## config.mk

```make
export PLATFORM = sky130hd
export DESIGN_NAME = probe_bank
export DESIGN_NICKNAME = d
export VERILOG_FILES = /design/src/rtl/probe_bank_pkg.sv /design/src/rtl/probe_in_slot.sv /design/src/rtl/probe_out_slot.sv /design/src/rtl/probe_bank.sv
export SDC_FILE = /design/constraint.sdc
export NUM_CORES = 1
export LEC_CHECK = 0
export ABC_AREA = 1
export BUFFER_PORTS_ARGS = -buffer_cell sky130_fd_sc_hd__buf_2
export CELL_PAD_IN_SITES_DETAIL_PLACEMENT = 0
export CELL_PAD_IN_SITES_GLOBAL_PLACEMENT = 1
export CORE_UTILIZATION = 40
export DETAILED_ROUTE_END_ITERATION = 6
export PLACE_DENSITY = 0.78
export REMOVE_ABC_BUFFERS = 1
export SYNTH_ARGS = -nofsm -noshare
export SYNTH_HDL_FRONTEND = slang
export SYNTH_SLANG_ARGS = --single-unit
```

## constraint.sdc

```tcl
create_clock -name clk -period 3.93 [get_ports clk]
set_input_delay 0.393 -clock clk [delete_from_list [all_inputs] [get_ports clk]]
set_output_delay 0.393 -clock clk [all_outputs]
set_load 0.01 [all_outputs]
```

## src/rtl/probe_bank_pkg.sv

```systemverilog
package probe_bank_pkg;
    localparam int REG_W      = 16;
    localparam int MAX_PROBES = 8;

    typedef int width_list_t [MAX_PROBES];

    function automatic int regs_for(input int w);
        return (w + REG_W - 1) / REG_W;
    endfunction

    function automatic int sum_bits(input width_list_t w, input int n);
        int s = 0;
        for (int i = 0; i < n; i++) s += w[i];
        return s;
    endfunction

    function automatic int sum_regs(input width_list_t w, input int n);
        int s = 0;
        for (int i = 0; i < n; i++) s += regs_for(w[i]);
        return s;
    endfunction
endpackage

```

## src/rtl/probe_in_slot.sv

```systemverilog
module probe_in_slot
    import probe_bank_pkg::*;
#(
    parameter int W    = 8,
    parameter int BASE = 0,
    parameter int AW   = 8
) (
    input  logic             clk,
    input  logic             rst,
    input  logic             bus_valid,
    input  logic             bus_we,
    input  logic [AW-1:0]    bus_addr,
    input  logic [W-1:0]     live,
    output logic             hit,
    output logic [REG_W-1:0] rdata
);
    localparam int NREG = regs_for(W);
    localparam int PADW = NREG * REG_W;

    typedef struct packed {
        logic [W-1:0] snap;
    } st_t;

    st_t st_d, st_q;
    int  idx;
    logic rd_first;
    logic [PADW-1:0] pad;

    assign idx      = int'(bus_addr) - BASE;
    assign hit      = bus_valid && !bus_we && (idx >= 0) && (idx < NREG);
    assign rd_first = hit && (idx == 0);

    always_comb begin
        st_d  = st_q;
        rdata = '0;
        if (rd_first) st_d.snap = live;
        pad = PADW'(st_d.snap);
        if (hit) rdata = pad[idx*REG_W +: REG_W];
    end

    always_ff @(posedge clk) begin
        if (rst) st_q <= '0;
        else     st_q <= st_d;
    end

    AST_SNAP_ONLY_FIRST: assert property (@(posedge clk) disable iff (rst)
        (!$past(rst) && !$stable(st_q.snap)) |-> $past(rd_first));
endmodule

```

## src/rtl/probe_out_slot.sv

```systemverilog
module probe_out_slot
    import probe_bank_pkg::*;
#(
    parameter int W    = 8,
    parameter int BASE = 0,
    parameter int AW   = 8
) (
    input  logic             clk,
    input  logic             rst,
    input  logic             bus_valid,
    input  logic             bus_we,
    input  logic [AW-1:0]    bus_addr,
    input  logic [REG_W-1:0] bus_wdata,
    output logic             hit,
    output logic [REG_W-1:0] rdata,
    output logic [W-1:0]     port
);
    localparam int NREG = regs_for(W);
    localparam int PADW = NREG * REG_W;

    typedef struct packed {
        logic [W-1:0] shadow;
        logic [W-1:0] port;
    } st_t;

    st_t st_d, st_q;
    int  idx;
    logic in_range, wr_hit, rd_hit, wr_last;
    logic [PADW-1:0] wpad, rpad;

    assign idx      = int'(bus_addr) - BASE;
    assign in_range = (idx >= 0) && (idx < NREG);
    assign wr_hit   = bus_valid && bus_we && in_range;
    assign rd_hit   = bus_valid && !bus_we && in_range;
    assign wr_last  = wr_hit && (idx == NREG - 1);
    assign hit      = rd_hit;
    assign port     = st_q.port;

    always_comb begin
        st_d  = st_q;
        rdata = '0;
        wpad  = PADW'(st_q.shadow);
        rpad  = PADW'(st_q.shadow);
        if (wr_hit) begin
            wpad[idx*REG_W +: REG_W] = bus_wdata;
            st_d.shadow = wpad[W-1:0];
            if (idx == NREG - 1) st_d.port = wpad[W-1:0];
        end
        if (rd_hit) rdata = rpad[idx*REG_W +: REG_W];
    end

    always_ff @(posedge clk) begin
        if (rst) st_q <= '0;
        else     st_q <= st_d;
    end

    AST_PORT_ONLY_LAST: assert property (@(posedge clk) disable iff (rst)
        (!$past(rst) && !$stable(st_q.port)) |-> $past(wr_last));
    AST_PORT_EQ_BUF: assert property (@(posedge clk) disable iff (rst)
        $past(wr_last) |-> (st_q.port == st_q.shadow));
endmodule

```

## src/rtl/probe_bank.sv

```systemverilog
module probe_bank
    import probe_bank_pkg::*;
#(
    parameter int          AW      = 8,
    parameter int          BASE    = 16,
    parameter int          NUM_IN  = 3,
    parameter int          NUM_OUT = 2,
    parameter width_list_t IN_W    = '{5, 20, 1, 0, 0, 0, 0, 0},
    parameter width_list_t OUT_W   = '{2, 33, 0, 0, 0, 0, 0, 0},
    localparam int IN_TOTAL  = sum_bits(IN_W, NUM_IN),
    localparam int OUT_TOTAL = sum_bits(OUT_W, NUM_OUT)
) (
    input  logic                 clk,
    input  logic                 rst,
    input  logic                 bus_valid,
    input  logic                 bus_we,
    input  logic [AW-1:0]        bus_addr,
    input  logic [REG_W-1:0]     bus_wdata,
    output logic [REG_W-1:0]     bus_rdata,
    input  logic [IN_TOTAL-1:0]  in_probe_bus,
    output logic [OUT_TOTAL-1:0] out_probe_bus
);
    localparam int OUT_BASE = BASE + sum_regs(IN_W, NUM_IN);

    typedef struct packed {
        logic [REG_W-1:0] rdata;
    } st_t;

    st_t st_d, st_q;
    logic [REG_W-1:0] rd_in  [NUM_IN];
    logic [REG_W-1:0] rd_out [NUM_OUT];
    logic [NUM_IN-1:0]  hit_in;
    logic [NUM_OUT-1:0] hit_out;
    logic any_hit;
    logic [REG_W-1:0] rd_or;

    for (genvar g = 0; g < NUM_IN; g++) begin : g_in
        localparam int RB = BASE + sum_regs(IN_W, g);
        localparam int BO = sum_bits(IN_W, g);
        probe_in_slot #(.W(IN_W[g]), .BASE(RB), .AW(AW)) u_slot (
            .clk(clk), .rst(rst), .bus_valid(bus_valid), .bus_we(bus_we),
            .bus_addr(bus_addr), .live(in_probe_bus[BO +: IN_W[g]]),
            .hit(hit_in[g]), .rdata(rd_in[g]));
    end

    for (genvar g = 0; g < NUM_OUT; g++) begin : g_out
        localparam int RB = OUT_BASE + sum_regs(OUT_W, g);
        localparam int BO = sum_bits(OUT_W, g);
        probe_out_slot #(.W(OUT_W[g]), .BASE(RB), .AW(AW)) u_slot (
            .clk(clk), .rst(rst), .bus_valid(bus_valid), .bus_we(bus_we),
            .bus_addr(bus_addr), .bus_wdata(bus_wdata),
            .hit(hit_out[g]), .rdata(rd_out[g]),
            .port(out_probe_bus[BO +: OUT_W[g]]));
    end

    assign any_hit   = (|hit_in) || (|hit_out);
    assign bus_rdata = st_q.rdata;

    always_comb begin
        rd_or = '0;
        for (int i = 0; i < NUM_IN; i++)  rd_or |= rd_in[i];
        for (int i = 0; i < NUM_OUT; i++) rd_or |= rd_out[i];
        st_d = st_q;
        if (bus_valid && !bus_we) st_d.rdata = rd_or;
    end

    always_ff @(posedge clk) begin
        if (rst) st_q <= '0;
        else     st_q <= st_d;
    end

    AST_OOR_ZERO: assert property (@(posedge clk) disable iff (rst)
        (bus_valid && !bus_we && !any_hit) |=> (bus_rdata == '0));
    AST_RESET_CLEAR: assert property (@(posedge clk) disable iff (rst)
        $past(rst) |-> (bus_rdata == '0 && out_probe_bus == '0));
    AST_RDATA_HOLD: assert property (@(posedge clk) disable iff (rst)
        (!$past(rst) && !$stable(bus_rdata)) |-> $past(bus_valid && !bus_we));
endmodule

```

==> flow_metrics.tcl <==
set metrics [dict create \
    number_of_nets_in_the_layout 1245 \
    slew-limit-headroom 0.535 \
    grt_max_degree 44 \
    min_period_ns 3.40 \
    post-synth-top-area-cell "dfxtp_1" \
    grt_pass1_wl_mm 32.0 \
    critical_path.max_stage_delay_ns 0.30 \
    post_synth_instance_area_mm2 0.00677 \
    crit_path_top_delay_cell "ha_1" \
    post-cts-setup-buffers 0 \
    netlist-cell-type-count 36 \
    finalSetupViolations 0 \
    post_route_cells_drive_above_1_share 0.145 \
    synth_largest_type_area_fraction 0.328 \
    num_vias 6817 \
    rsz_0062_raised_after_global_routing "no" \
    hpwl_mm 13.4 \
    path_common_cell "nand2_1" \
    setup_tns_ns 0 \
    slew_violations 0 \
    grt_use_total 0.229 \
    floorplan.die_area_mm2 0.0175 \
    finalWirelength_mm 19.5 \
    number_of_gates_resized_after_cts 0 \
    clock_tree_root_driver_cell "clkbuf_16" \
    max_cap_viol_count 0 \
    ys.flop_type "dfxtp_1" \
    layout-area-overhead-vs-synth_pct 14.0 \
    fp.coreArea_mm2 0.0166 \
    critical_path.startpoint_type "input port" \
    vias_in_the_first_global_route 6290 \
    synth-seq-cells 111 \
    floorplan.io_pins 105 \
    synth.yosys.warnings 0 \
    stdcell_area_mm2 0.00772 \
    timing.critical_path.fanout_max 18 \
    setup_ws_ns 0.526 \
    worst-r2r-setup-slack_ns 2.76 \
    worst-slew-pin-transition_ns 0.697 \
    wl_per_cell_um 14.0 \
    drt_pre_antenna_iters 5 \
    power.leakage_uw 0.00367 \
    min-delay-path-class "input port to flip-flop" \
    cts_sinks 111 \
    die_x_um 132 \
    drt_first_iter_violations 427 \
    cp-end-kind "flip-flop" \
    worstPathArrival_ns 3.72 \
    timing_worst_setup_path_type "input port to flip-flop" \
    place.gp.congestion 0.871 \
    highest_clock_rate_mhz 294 \
    run_status "complete, no violations" \
    detail-route-antenna-nets 0 \
    fp-row-count 47 \
    tritoncts "built" \
    worstHoldPathCells 3 \
    hold_viol_final 0 \
    power.density_mw_per_mm2 311 \
    placement.cell_area_mm2 0.00741 \
    synth_async_sr_flop_share 0 \
    final.hold.worst_slack_ns 0.322 \
    final_min_period_over_clock_period 0.866 \
    synthCells 1091 \
    initial_utilization 0.408 \
    cts_htree_levels 3 \
    worst_ir_drop_vdd_mv 0.212 \
    number_of_buffer_cells_added_on_primary_ports 104 \
    cts_buffer_depth 2 \
    ctsHoldBuffers 0 \
    overflow 0 \
    synth_edf_count 0 \
    die-height_um 132 \
    n_antenna_cell 0 \
    synth.area.top_cells "dfxtp_1, nand2_1, inv_1, nand3_1, a21oi_1" \
    timing.critical_path.required_ns 4.24 \
    ff2ff_path_depth 4 \
    post_synthesis_mean_instance_area_um2 6.21 \
    route.detailed.vias_per_inst 4.89 \
    path_clk_slew_ns 0.07 \
    preCtsSetupSlack_ns 0.192 \
    grt_antenna_before_repair 0 \
    route.detailed.drc 0 \
    timing.clock.skew_ns 0.00898 \
    yosysSeqAreaShare 0.328 \
    clkLatencyLatePin_ns 0.36 \
    number_of_buffers_created_by_cts 9 \
]
-- registers in the layout, indices dropped and copies added, names as in the netlist --
name               count
g_in.u_slot.st_q      25
bus_rdata             16
g_out.u_slot.port     35
g_out.u_slot.rpad     35
-- cell type report --
type	instances	area [um^2]
Clock inverter	4	51.3
Tap cell	220	275
Inverter	190	716
Fill cell	1891	8870
Sequential cell	111	2220
Multi-Input combinational cell	741	3580
Timing Repair Buffer	117	618
Clock buffer	12	256
-- cell families after synthesis --
family,synth area share
AOI/OAI and AO/OA,0.110
xor gates and xnor gates,0.00776
adders and majority gates,0.0388
buffers and inverters,0.143
DFF,0.328
and+or+nand+nor,0.372
-- cell usage after synthesis (all sizes together), types with 3 or more instances --
library cell and count:
nand2 277, inv 188, nand3 127, nor2 127, dfxtp 111, a21oi 96
o21ai 47, buf 30, nand4 28, ha 21, clkbuf 19, xor2 5
nor3 3, or2 3
-- routing by layer --
| layer | routed length (um) | vias up | track usage |
|---|---|---|---|
| li1 | - | 3575 | - |
| met1 | 9920 | 3068 | 0.327 |
| met2 | 8510 | 159 | 0.359 |
| met3 | 954 | 15 | 0.0396 |
| met4 | 153 | 0 | 0.0530 |
| met5 | 0 | - | 0 |
-- where the power goes --
group | total [uW] | internal (uW) | switching, uW
sequential | 1140 | 1140 | 6.91
clock | 963 | 531 | 431
combinational | 298 | 86.5 | 212
-- per-stage QoR --
step	total power, uW	utilization	cells
after global placement	1470	0.447	1379
after global routing	2510	0.465	1395
final	2400	0.465	1395
after floorplan	1330	-	1042
after CTS	2420	0.465	1395
after detailed placement	1460	0.447	1379
-- worst max-delay path, delay by kind of cell --
| family | cells | cell delay, ns |
|---|---|---|
| adder cells (fa/ha/maj) | 2 | 0.50 |
| buffers and inverters | 6 | 0.72 |
| AND/OR/NAND/NOR | 18 | 1.97 |
| AO/OA/AOI/OAI | 1 | 0.13 |
-- worst paths after layout --
| kind | start | to |
|---|---|---|
| worst max-delay path | bus_addr[1] | g_out[1].u_slot.port[18] |
| worst min-delay path | in_probe_bus[23] | g_in[1].u_slot.st_q[18] |
| worst max register to register | g_out[1].u_slot.rpad[32] | bus_rdata[0] |
| worst min register to register | g_in[1].u_slot.st_q[2] | g_in[1].u_slot.st_q[2] |
-- cell usage in the layout (no fill, tap or decap), types with 3 or more instances in the layout --
master	instances
a21oi_1	95
buf_2	104
buf_4	13
clkbuf_16	9
dfxtp_1	111
ha_1	21
inv_1	179
inv_2	8
nand2_1	263
nand2_2	12
nand3_1	124
nand4_1	28
nor2_1	120
nor2_2	3
nor3_1	3
o21ai_0	43
o21ai_1	4
or2_2	3
xor2_1	5
Power figures use the tool's default switching activity.
